==> src/rtl/dlt_pkg.sv <==
// Shared constants for the display link transmitter.
// Assumes a fixed 7:1 serialisation ratio set by LANE_BITS.
package dlt_pkg;
    localparam int LANE_BITS    = 7;
    localparam int DATA_LANES   = 4;
    localparam int NARROW_LANES = 3;
    localparam int WORD_W       = LANE_BITS * DATA_LANES;
    localparam int NARROW_W     = LANE_BITS * NARROW_LANES;
    // bit i is sent in slot i of each frame
    localparam logic [LANE_BITS-1:0] CLK_PATTERN = 7'b1100011;
endpackage

==> src/rtl/dlt_capture.sv <==
// Edge capture: samples the pixel clock on the bit clock, detects the
// selected transition and latches the (optionally narrowed) word.
// Assumes the word is stable across the selected pixel edge. load_o pulses
// one bit-clock after capture, marking the first slot of a frame.
module dlt_capture #(
    parameter int WORD_W   = 28,
    parameter int NARROW_W = 21
) (
    input  logic              clk,
    input  logic              rst_n,
    input  logic              pix_clk,
    input  logic              rise_sel,
    input  logic              pd_i,
    input  logic              narrow_i,
    input  logic [WORD_W-1:0] word_i,
    output logic [WORD_W-1:0] hold_o,
    output logic              load_o
);
    localparam logic [WORD_W-1:0] NARROW_MASK =
        {{(WORD_W-NARROW_W){1'b0}}, {NARROW_W{1'b1}}};

    logic px_q;
    logic armed;
    logic cap;
    logic rise_seen;
    logic fall_seen;

    // Decode the selected pixel transition, only once a valid prior sample exists.
    always_comb begin
        rise_seen = pix_clk & ~px_q;
        fall_seen = ~pix_clk & px_q;
        cap       = armed & ~pd_i & (rise_sel ? rise_seen : fall_seen);
    end

    // Track the pixel clock, arm after reset/power-down, latch the word.
    always_ff @(posedge clk) begin
        if (!rst_n || pd_i) begin
            px_q   <= 1'b0;
            armed  <= 1'b0;
            load_o <= 1'b0;
            hold_o <= '0;
        end else begin
            px_q   <= pix_clk;
            armed  <= 1'b1;
            load_o <= cap;
            if (cap) begin
                hold_o <= narrow_i ? (word_i & NARROW_MASK) : word_i;
            end
        end
    end

    // no capture on the release edge of power-down
    p_cap_after_release_r7: assert property (@(posedge clk) disable iff (!rst_n)
        cap |-> (!pd_i && !$past(pd_i)));

    // narrow capture clears the upper lane's bits
    p_narrow_mask_r8: assert property (@(posedge clk) disable iff (!rst_n)
        (cap && narrow_i) |=> (hold_o[WORD_W-1:NARROW_W] == '0));
endmodule

==> src/rtl/dlt_lane_shifter.sv <==
// One serial lane: loads a parallel slice on load_i and shifts it out
// lowest bit first, filling with zeros. Power-down clears it.
module dlt_lane_shifter #(
    parameter int W = 7
) (
    input  logic         clk,
    input  logic         rst_n,
    input  logic         pd_i,
    input  logic         load_i,
    input  logic [W-1:0] par_i,
    output logic         ser_o
);
    logic [W-1:0] sh;

    // Load a new frame or shift the current one towards bit 0.
    always_ff @(posedge clk) begin
        if (!rst_n || pd_i) begin
            sh <= '0;
        end else if (load_i) begin
            sh <= par_i;
        end else begin
            sh <= {1'b0, sh[W-1:1]};
        end
    end

    assign ser_o = sh[0];

    // power-down silences the lane on the next edge
    p_pd_quiet_r6: assert property (@(posedge clk) disable iff (!rst_n)
        pd_i |=> !ser_o);

    // slot 0 of the loaded slice appears right after the load edge
    p_first_slot_r4: assert property (@(posedge clk) disable iff (!rst_n)
        (load_i && !pd_i) |=> (ser_o == $past(par_i[0])));
endmodule

==> src/rtl/pxl_link_tx.sv <==
// Parallel-to-serial display link transmitter top. One capture stage feeds
// DATA_LANES data shifters and one clock-lane shifter. All logic runs on
// the bit clock, which is assumed to run at LANE_BITS times the pixel clock.
module pxl_link_tx
    import dlt_pkg::*;
#(
    parameter int LB = LANE_BITS,
    parameter int NL = DATA_LANES,
    parameter int NN = NARROW_LANES
) (
    input  logic            clk_bit,
    input  logic            rst_n,
    input  logic            pix_clk,
    input  logic            edge_rise_sel,
    input  logic            pwr_dn,
    input  logic            narrow_mode,
    input  logic [LB*NL-1:0] pix_word,
    output logic [NL-1:0]   lane_o,
    output logic            clk_lane_o
);
    localparam int WW = LB * NL;
    localparam int NW = LB * NN;

    logic [WW-1:0] hold;
    logic          load;

    dlt_capture #(.WORD_W(WW), .NARROW_W(NW)) u_cap (
        .clk      (clk_bit),
        .rst_n    (rst_n),
        .pix_clk  (pix_clk),
        .rise_sel (edge_rise_sel),
        .pd_i     (pwr_dn),
        .narrow_i (narrow_mode),
        .word_i   (pix_word),
        .hold_o   (hold),
        .load_o   (load)
    );

    // One shifter per data lane, each taking its own slice of the word.
    for (genvar n = 0; n < NL; n++) begin : g_lane
        dlt_lane_shifter #(.W(LB)) u_sh (
            .clk    (clk_bit),
            .rst_n  (rst_n),
            .pd_i   (pwr_dn),
            .load_i (load),
            .par_i  (hold[n*LB +: LB]),
            .ser_o  (lane_o[n])
        );
    end

    dlt_lane_shifter #(.W(LB)) u_clk_sh (
        .clk    (clk_bit),
        .rst_n  (rst_n),
        .pd_i   (pwr_dn),
        .load_i (load),
        .par_i  (CLK_PATTERN),
        .ser_o  (clk_lane_o)
    );

    // every frame opens with a high clock-lane slot
    p_clk_frame_start_r3: assert property (@(posedge clk_bit) disable iff (!rst_n)
        (load && !pwr_dn) |=> clk_lane_o);

    // nothing leaves the block during reset
    p_reset_quiet_r1: assert property (@(posedge clk_bit)
        !rst_n |=> (lane_o == '0 && !clk_lane_o));
endmodule

==> config.mk <==
export PLATFORM = sky130hd
export DESIGN_NAME = pxl_link_tx
export DESIGN_NICKNAME = d
export VERILOG_FILES = /design/src/rtl/dlt_pkg.sv /design/src/rtl/dlt_capture.sv /design/src/rtl/dlt_lane_shifter.sv /design/src/rtl/pxl_link_tx.sv
export SDC_FILE = /design/constraint.sdc
export NUM_CORES = 1
export LEC_CHECK = 0
export BUFFER_PORTS_ARGS = -buffer_cell sky130_fd_sc_hd__buf_4
export CORE_MARGIN = 3
export CORE_UTILIZATION = 55
export DETAILED_ROUTE_END_ITERATION = 12
export GPL_TIMING_DRIVEN = 0
export PLACE_DENSITY = 0.78
export SLEW_MARGIN = 30
export SYNTH_ARGS = -nofsm -noshare
export SYNTH_HDL_FRONTEND = slang
export SYNTH_SLANG_ARGS = --single-unit
export TNS_END_PERCENT = 50
==> constraint.sdc <==
create_clock -name clk_bit -period 3.52 [get_ports clk_bit]
set_input_delay 0 -clock clk_bit [delete_from_list [all_inputs] [get_ports clk_bit]]
set_output_delay 0 -clock clk_bit [all_outputs]
set_load 0.05 [all_outputs]
==> flow_metrics.env, run 1 <==
export IMPL_status="finished clean"
export IMPL_drtAntennaViolNets=0
export IMPL_start_kind="primary input"
export IMPL_grt_overflow_total=0
export IMPL_ios=39
export IMPL_die_h_um=72.3
export IMPL_p_leak_nw=1.24
export IMPL_synth_edff_count=0
export IMPL_slew_viol_final=0
export IMPL_fin_worst_skew_ns=0.00435
export IMPL_max_slew_margin=0.623
export IMPL_fin_area_sq_um=3330
export IMPL_ys_types=17
export IMPL_grtUsageTotal=0.220
export IMPL_cts_root_buf="clkbuf_8"
export IMPL_finalSetupViolCount=0
export IMPL_synth_area_leaders="dfxtp_1 (55%), mux2i_1 (22%), nand2_1 (7.6%), nor2_1 (4.7%), nand3b_1 (2.5%)"
export IMPL_synth_seq_cells=66
export IMPL_postCtsSetupRepairBufs=0
export IMPL_rows=23
export IMPL_cp_end_kind="register"
export IMPL_fin_hold_ws_ns=0.224
export IMPL_cts_htree_levels=3
export IMPL_cts_sinks=66
export IMPL_ctsLongestPathBuffers=2
export IMPL_postCtsHoldBufs=37
export IMPL_rrSetupSlack_ns=2.01
export IMPL_syn_area_sq_um=2410
export IMPL_drive_gt1_frac=0.190
export IMPL_synth_seq_area_share=0.547
export IMPL_area_delta_synth_final_pct=37.9
export IMPL_ys_top_cells_by_count="dfxtp_1 (66), mux2i_1 (52), nand2_1 (49), nor2_1 (30), clkbuf_1 (10)"
export IMPL_place_congestion=0.766
export IMPL_grt_max_degree=11
export IMPL_portBuffers=38
export IMPL_path_max_fanout=10
export IMPL_cts_inserted_buffers=9
export IMPL_viasPerCell=4.93
export IMPL_tns_ns=0
export IMPL_grt_pass1_vias=1936
export IMPL_yosys_warnings=0
export IMPL_cts_repair_resized=0
export IMPL_initial_core_util=0.587
export IMPL_drc=0
export IMPL_grt_pass1_wl_um=8690
export IMPL_path_clk_slew_ns=0.07
export IMPL_die_w_um=72.3
export IMPL_antenna_found_initial=0
export IMPL_avgRoutedWirePerCell_um=13.4
export IMPL_async_flop_share=0
export IMPL_dr_total_vias=1880
export IMPL_syn_inst=240
export IMPL_core_sq_um=4120
export IMPL_fmax_mhz=545
export IMPL_dr_pass1_iters=4
export IMPL_fin_util=0.809
export IMPL_path_class="primary input to register"
export IMPL_finalCritPeriodShare=0.522
export IMPL_final_nets=360
export IMPL_synth_ff_type="dfxtp_1"
export IMPL_rsz0062_at_grt="no"
export IMPL_synth_top_area_cell="dfxtp_1"
export IMPL_synthDominantCellAreaShare=0.547
export IMPL_maxCapViolCount=0
export IMPL_hp_class="primary input to register"
export IMPL_finalHoldViolCount=0
export IMPL_period_minus_slack_ns=1.84
export IMPL_drt_total_wl_um=5090
export IMPL_hpwl_um=3040
export IMPL_max_slew_worst_pin_slew_ns=0.566
export IMPL_crit_arrival_ns=2.10
export IMPL_p_per_area_nw_per_um2=446
export IMPL_syn_avg_cell_area_sq_um=10.1
export IMPL_placed_cell_area_sq_um=2760
export IMPL_cp_required_ns=3.79
export IMPL_tritoncts="built"
export IMPL_irDropWorstVdd_v=0.000262
export IMPL_yosysMostFrequentCell="dfxtp_1"
export IMPL_clk_latency_ns=0.34
export IMPL_synthesis_nets=274
export IMPL_n_antenna_cell=0
export IMPL_drt_first_iter_violations=93
export IMPL_die_area_sq_um=5220
path summary, 6_finish.rpt:
kind,from,to,cells past startpoint
setup reg to reg,u_cap.px_q$_SDFF_PP0_,u_cap.hold_o[11]$_SDFFE_PP0P_,5
hold / removal,pwr_dn,u_cap.hold_o[25]$_SDFFE_PP0P_,5
hold reg to reg,u_clk_sh.sh[6]$_SDFF_PP0_,u_clk_sh.sh[5]$_SDFF_PP0_,2
setup / recovery,rst_n,u_cap.hold_o[27]$_SDFFE_PP0P_,8
flip-flops by register name, summed over array words and instances, names as in the netlist:
signal	cells
g_lane.u_sh.sh	28
u_cap.armed	1
u_cap.hold_o	28
u_cap.load_o	1
u_cap.px_q	1
u_clk_sh.sh	7
power by group:
| group | switching (mW) | internal, mW | total (mW) |
|---|---|---|---|
| Combinational | 0.0414 | 0.0600 | 0.101 |
| Clock | 0.267 | 0.366 | 0.633 |
| Sequential | 0.00106 | 0.749 | 0.750 |
worst max-delay path, stage by stage:
cell	delay (ns)
dlygate4sd3_1	0.53
buf_4	0.11
nand2b_1	0.11
inv_2	0.16
clkbuf_1	0.35
nand3b_1	0.13
dlygate4sd3_1	0.59
mux2i_1	0.12
per-stage QoR:
stage,setup WS (ns),total power [mW],cells
5_1_grt,1.54,1.53,381
2_1_floorplan,2.17,0.798,240
3_3_place_gp,2.07,0.837,328
3_5_place_dp,2.03,0.838,328
4_1_cts,1.70,1.49,381
6_report,1.68,1.48,381
kinds of logic (layout without fill, tap and decap cells):
group | count (synthesis) | count (layout) | share of synthesized area
AOI/OAI and AO/OA | 1 | 1 | 0.00363
DFF | 66 | 66 | 0.547
and+or+nand+nor | 100 | 100 | 0.184
buffers and inverters | 21 | 112 | 0.0497
muxes | 52 | 52 | 0.216
layer usage:
layer	track usage	share of wire	vias up
li1	-	-	951
met1	0.264	0.44	890
met2	0.374	0.51	30
met3	0.0457	0.030	9
met4	0.106	0.020	0
met5	0	0	-
placed cells by master, fill, tap and decap left out, drive strengths merged:
cell type	netlist	final
nand2	49	49
and3	4	4
nor2	30	30
inv	1	1
clkinv	0	1
nor3b	3	3
dfxtp	66	66
clkbuf	10	24
a21oi	1	1
nand2b	2	2
buf	10	48
nand3b	8	8
dlygate4sd3	0	37
bufinv	0	1
mux2i	52	52
and2	3	3
or3b	1	1
area by class of cell:
type	instances	area [sq um]
Fill cell	269	785
Buffer	20	116
Clock buffer	14	163
Multi-Input combinational cell	153	973
Sequential cell	66	1320
Tap cell	50	62.6
Timing Repair Buffer	75	656
Inverter	1	3.75
Clock inverter	2	35.0
Power figures use the tool's default switching activity.
==> run 2: changes to the inputs <==
--- a/config.mk
+++ b/config.mk
@@ -5,12 +5,13 @@
 export SDC_FILE = /design/constraint.sdc
 export NUM_CORES = 1
 export LEC_CHECK = 0
+export ABC_AREA = 1
 export BUFFER_PORTS_ARGS = -buffer_cell sky130_fd_sc_hd__buf_4
 export CORE_MARGIN = 3
-export CORE_UTILIZATION = 55
+export CORE_UTILIZATION = 50
 export DETAILED_ROUTE_END_ITERATION = 12
 export GPL_TIMING_DRIVEN = 0
-export PLACE_DENSITY = 0.78
+export PLACE_DENSITY = 0.74
 export SLEW_MARGIN = 30
 export SYNTH_ARGS = -nofsm -noshare
 export SYNTH_HDL_FRONTEND = slang
==> constraint.sdc (replaced) <==
create_clock -name clk_bit -period 1.6 [get_ports clk_bit]
set_input_delay 0 -clock clk_bit [delete_from_list [all_inputs] [get_ports clk_bit]]
set_output_delay 0 -clock clk_bit [all_outputs]
set_load 0.05 [all_outputs]
==> flow_metrics.env, run 2 <==
export IMPL_status="finished clean"
export IMPL_synthDominantCellAreaShare=0.522
export IMPL_synthAdderAreaFrac=0
export IMPL_finalHoldViolCount=0
export IMPL_initial_core_util=0.525
export IMPL_start_kind="register"
export IMPL_synth_simple_area_share=0.318
export IMPL_place_congestion=0.795
export IMPL_crit_arrival_ns=1.63
export IMPL_synth_xor_area_share=0
export IMPL_slew_viol_final=0
export IMPL_synth_compound_area_frac=0.0509
export IMPL_async_flop_share=0
export IMPL_cp_startpoint="u_cap.px_q$_SDFF_PP0_"
export IMPL_rsz0062_at_grt="no"
export IMPL_p_per_area_nw_per_um2=979
export IMPL_drc=0
export IMPL_ctsLongestPathBuffers=2
export IMPL_synth_top_area_cell="dfxtp_1"
export IMPL_final_nets=445
export IMPL_syn_inst=343
export IMPL_hold_path_depth=5
export IMPL_synth_seq_cells=66
export IMPL_pwr_share_clk=0.404
export IMPL_grt_pass1_wl_um=8850
export IMPL_ios=39
export IMPL_grt_pass1_vias=1975
export IMPL_yosysMostFrequentCell="nand2_1"
export IMPL_cp_required_ns=1.82
export IMPL_switching_share=0.233
export IMPL_die_h_um=77.1
export IMPL_die_area_sq_um=5950
export IMPL_hp_class="primary input to register"
export IMPL_p_sw_mw=0.748
export IMPL_p_int_mw=2.46
export IMPL_dr_pass1_iters=4
export IMPL_multi_input_area_sq_um=933
export IMPL_finalCritPeriodShare=0.879
export IMPL_yosys_warnings=0
export IMPL_crit_cells=4
export IMPL_path_buf_inv=2
export IMPL_drt_first_iter_violations=113
export IMPL_fillCellCount=425
export IMPL_drive_gt1_frac=0.188
export IMPL_path_cells="inv_1, nor2_1, nor3_1, dlygate4sd3_1"
export IMPL_postCtsSetupRepairBufs=0
export IMPL_tritoncts="built"
export IMPL_drtAntennaViolNets=0
export IMPL_finalSetupViolCount=0
export IMPL_n_antenna_cell=0
export IMPL_die_w_um=77.1
export IMPL_cts_inserted_buffers=9
export IMPL_p_comb_frac=0.079
export IMPL_portBuffers=38
export IMPL_hpwl_um=3510
export IMPL_synth_area_leaders="dfxtp_1 (52%), nand2_1 (13%), nor2_1 (11%), nand4_1 (6.9%), inv_1 (5.0%)"
export IMPL_avgRoutedWirePerCell_um=11.1
export IMPL_rrSetupSlack_ns=0.19
export IMPL_maxCapViolCount=0
export IMPL_worstReg2RegStart="u_cap.px_q$_SDFF_PP0_"
export IMPL_area_delta_synth_final_pct=29.6
export IMPL_regArea_sq_um=1320
export IMPL_synthesis_nets=377
export IMPL_cp_endpoint="u_cap.load_o$_SDFF_PP0_"
export IMPL_syn_area_sq_um=2530
export IMPL_ys_top_cells_by_count="nand2_1 (87), nor2_1 (73), dfxtp_1 (66), inv_1 (34), nand4_1 (28)"
export IMPL_crit_slowest_cell="dlygate4sd3_1"
export IMPL_max_slew_margin=0.681
export IMPL_antenna_found_initial=0
export IMPL_slowest_delay_ns=0.57
export IMPL_worstRegToRegCells=4
export IMPL_ys_types=17
export IMPL_cts_htree_levels=3
export IMPL_period_minus_slack_ns=1.41
export IMPL_synth_seq_area_share=0.522
export IMPL_grtUsageTotal=0.189
export IMPL_grt_overflow_total=0
export IMPL_clk_latency_ns=0.34
export IMPL_top_regs="g_lane.u_sh.sh x28, u_cap.hold_o x28, u_clk_sh.sh x7"
export IMPL_synth_ff_type="dfxtp_1"
export IMPL_max_slew_worst_pin_slew_ns=0.478
export IMPL_fmax_mhz=711
export IMPL_final_common_cell="nand2_1"
export IMPL_rows=25
export IMPL_drt_total_wl_um=5340
export IMPL_path_max_fanout=2
export IMPL_syn_avg_cell_area_sq_um=7.38
export IMPL_synth_top_family_by_area="simple AND/OR/NAND/NOR gates"
export IMPL_power_frac_seq=0.517
export IMPL_path_class="register to register"
export IMPL_power_mw=3.21
export IMPL_cp_end_kind="register"
export IMPL_tns_ns=0
export IMPL_grt_max_degree=12
export IMPL_cts_sinks=66
export IMPL_viasPerCell=4.61
export IMPL_core_sq_um=4820
export IMPL_crit_reg2reg_capture="u_cap.load_o$_SDFF_PP0_"
export IMPL_cts_root_buf="clkbuf_8"
export IMPL_dr_total_vias=2226
export IMPL_synthMuxAreaShare=0
export IMPL_fin_worst_skew_ns=0.00686
export IMPL_path_clk_slew_ns=0.07
export IMPL_irDropWorstVdd_v=0.000534
export IMPL_critPathTopFamily="buffers and inverters"
export IMPL_synth_edff_count=0
export IMPL_layout_common_cells="nand2_1 (87), nor2_1 (73), dfxtp_1 (66)"
export IMPL_p_leak_nw=1.33
-- run 2: cell count changes in the layout (fill, tap and decap cells not counted), sizes merged, moves of 4 or more --
cell / previous run / this run
a21oi: 1 / 24
and3: 4 / 0
buf: 48 / 59
clkbuf: 24 / 15
dlygate4sd3: 37 / 19
inv: 1 / 36
mux2i: 52 / 0
nand2: 49 / 88
nand3b: 8 / 0
nand4: 0 / 28
nor2: 30 / 75
-- run 2: power by group through the flow --
stage	Sequential [mW]	Combinational [mW]	Clock, mW
2_1_floorplan	1.70	0.120	0
3_3_place_gp	1.70	0.215	0
3_5_place_dp	1.70	0.217	0
4_1_cts	1.66	0.252	1.33
5_1_grt	1.66	0.281	1.39
6_report	1.66	0.255	1.30
-- run 2: worst min path at each step --
stage | start | slack (ns) | endpoint
2_1_floorplan | pix_clk | 0.11 | u_cap.px_q$_SDFF_PP0_
3_3_place_gp | pix_clk | 0.25 | u_cap.px_q$_SDFF_PP0_
3_5_place_dp | pix_clk | 0.26 | u_cap.px_q$_SDFF_PP0_
6_report | pix_word[5] | 0.0009 | u_cap.hold_o[5]$_SDFFE_PP0P_
4_1_cts | pix_word[19] | 0.0009 | u_cap.hold_o[19]$_SDFFE_PP0P_
5_1_grt | pix_word[17] | 0.03 | u_cap.hold_o[17]$_SDFFE_PP0P_
-- run 2: area by class of cell --
type,count,share of cell area
Timing Repair Buffer,57,0.145
Tap cell,67,0.0256
Clock inverter,4,0.00763
Inverter,36,0.0412
Multi-Input combinational cell,217,0.285
Sequential cell,66,0.403
Clock buffer,12,0.0504
Buffer,24,0.0427
-- run 2: routing by layer --
| metal | GRT usage | vias up | part of all wire |
|---|---|---|---|
| met5 | 0 | - | 0 |
| li1 | - | 1200 | - |
| met2 | 0.325 | 39 | 0.49 |
| met3 | 0.0423 | 8 | 0.038 |
| met4 | 0.0961 | 0 | 0.016 |
| met1 | 0.220 | 979 | 0.46 |
-- run 2: worst min-delay path, cell delays in order --
cell     delay (ns)
buf_4          0.07
inv_1          0.03
nand4_1        0.07
nand2_1        0.05
nor2_1         0.08
-- run 2: logic make-up (layout without fill, tap and decap cells) --
family | after synthesis | count (layout)
buffers and inverters | 60 | 133
and+or+nand+nor | 192 | 192
AOI/OAI and AO/OA | 25 | 25
DFF | 66 | 66
-- run 2: repair_timing --
item,in CTS,in global routing
hold endpoints to repair,18,0
hold buffers,19,0
gates resized for setup,0,0
endpoints found under the setup margin,0,0
-- run 2: stage by stage --
step	cells	cell area (sq um)	util	setup slack (ns)	hold WS, ns
detailed placement	448	2900	0.602	0.236	0.259
finish	483	3280	0.681	0.194	0.000904
CTS	483	3280	0.681	0.225	0.000929
floorplan	343	2530	-	0.470	0.112
global placement	448	2900	0.602	0.286	0.249
global route	483	3280	0.681	0.117	0.0277
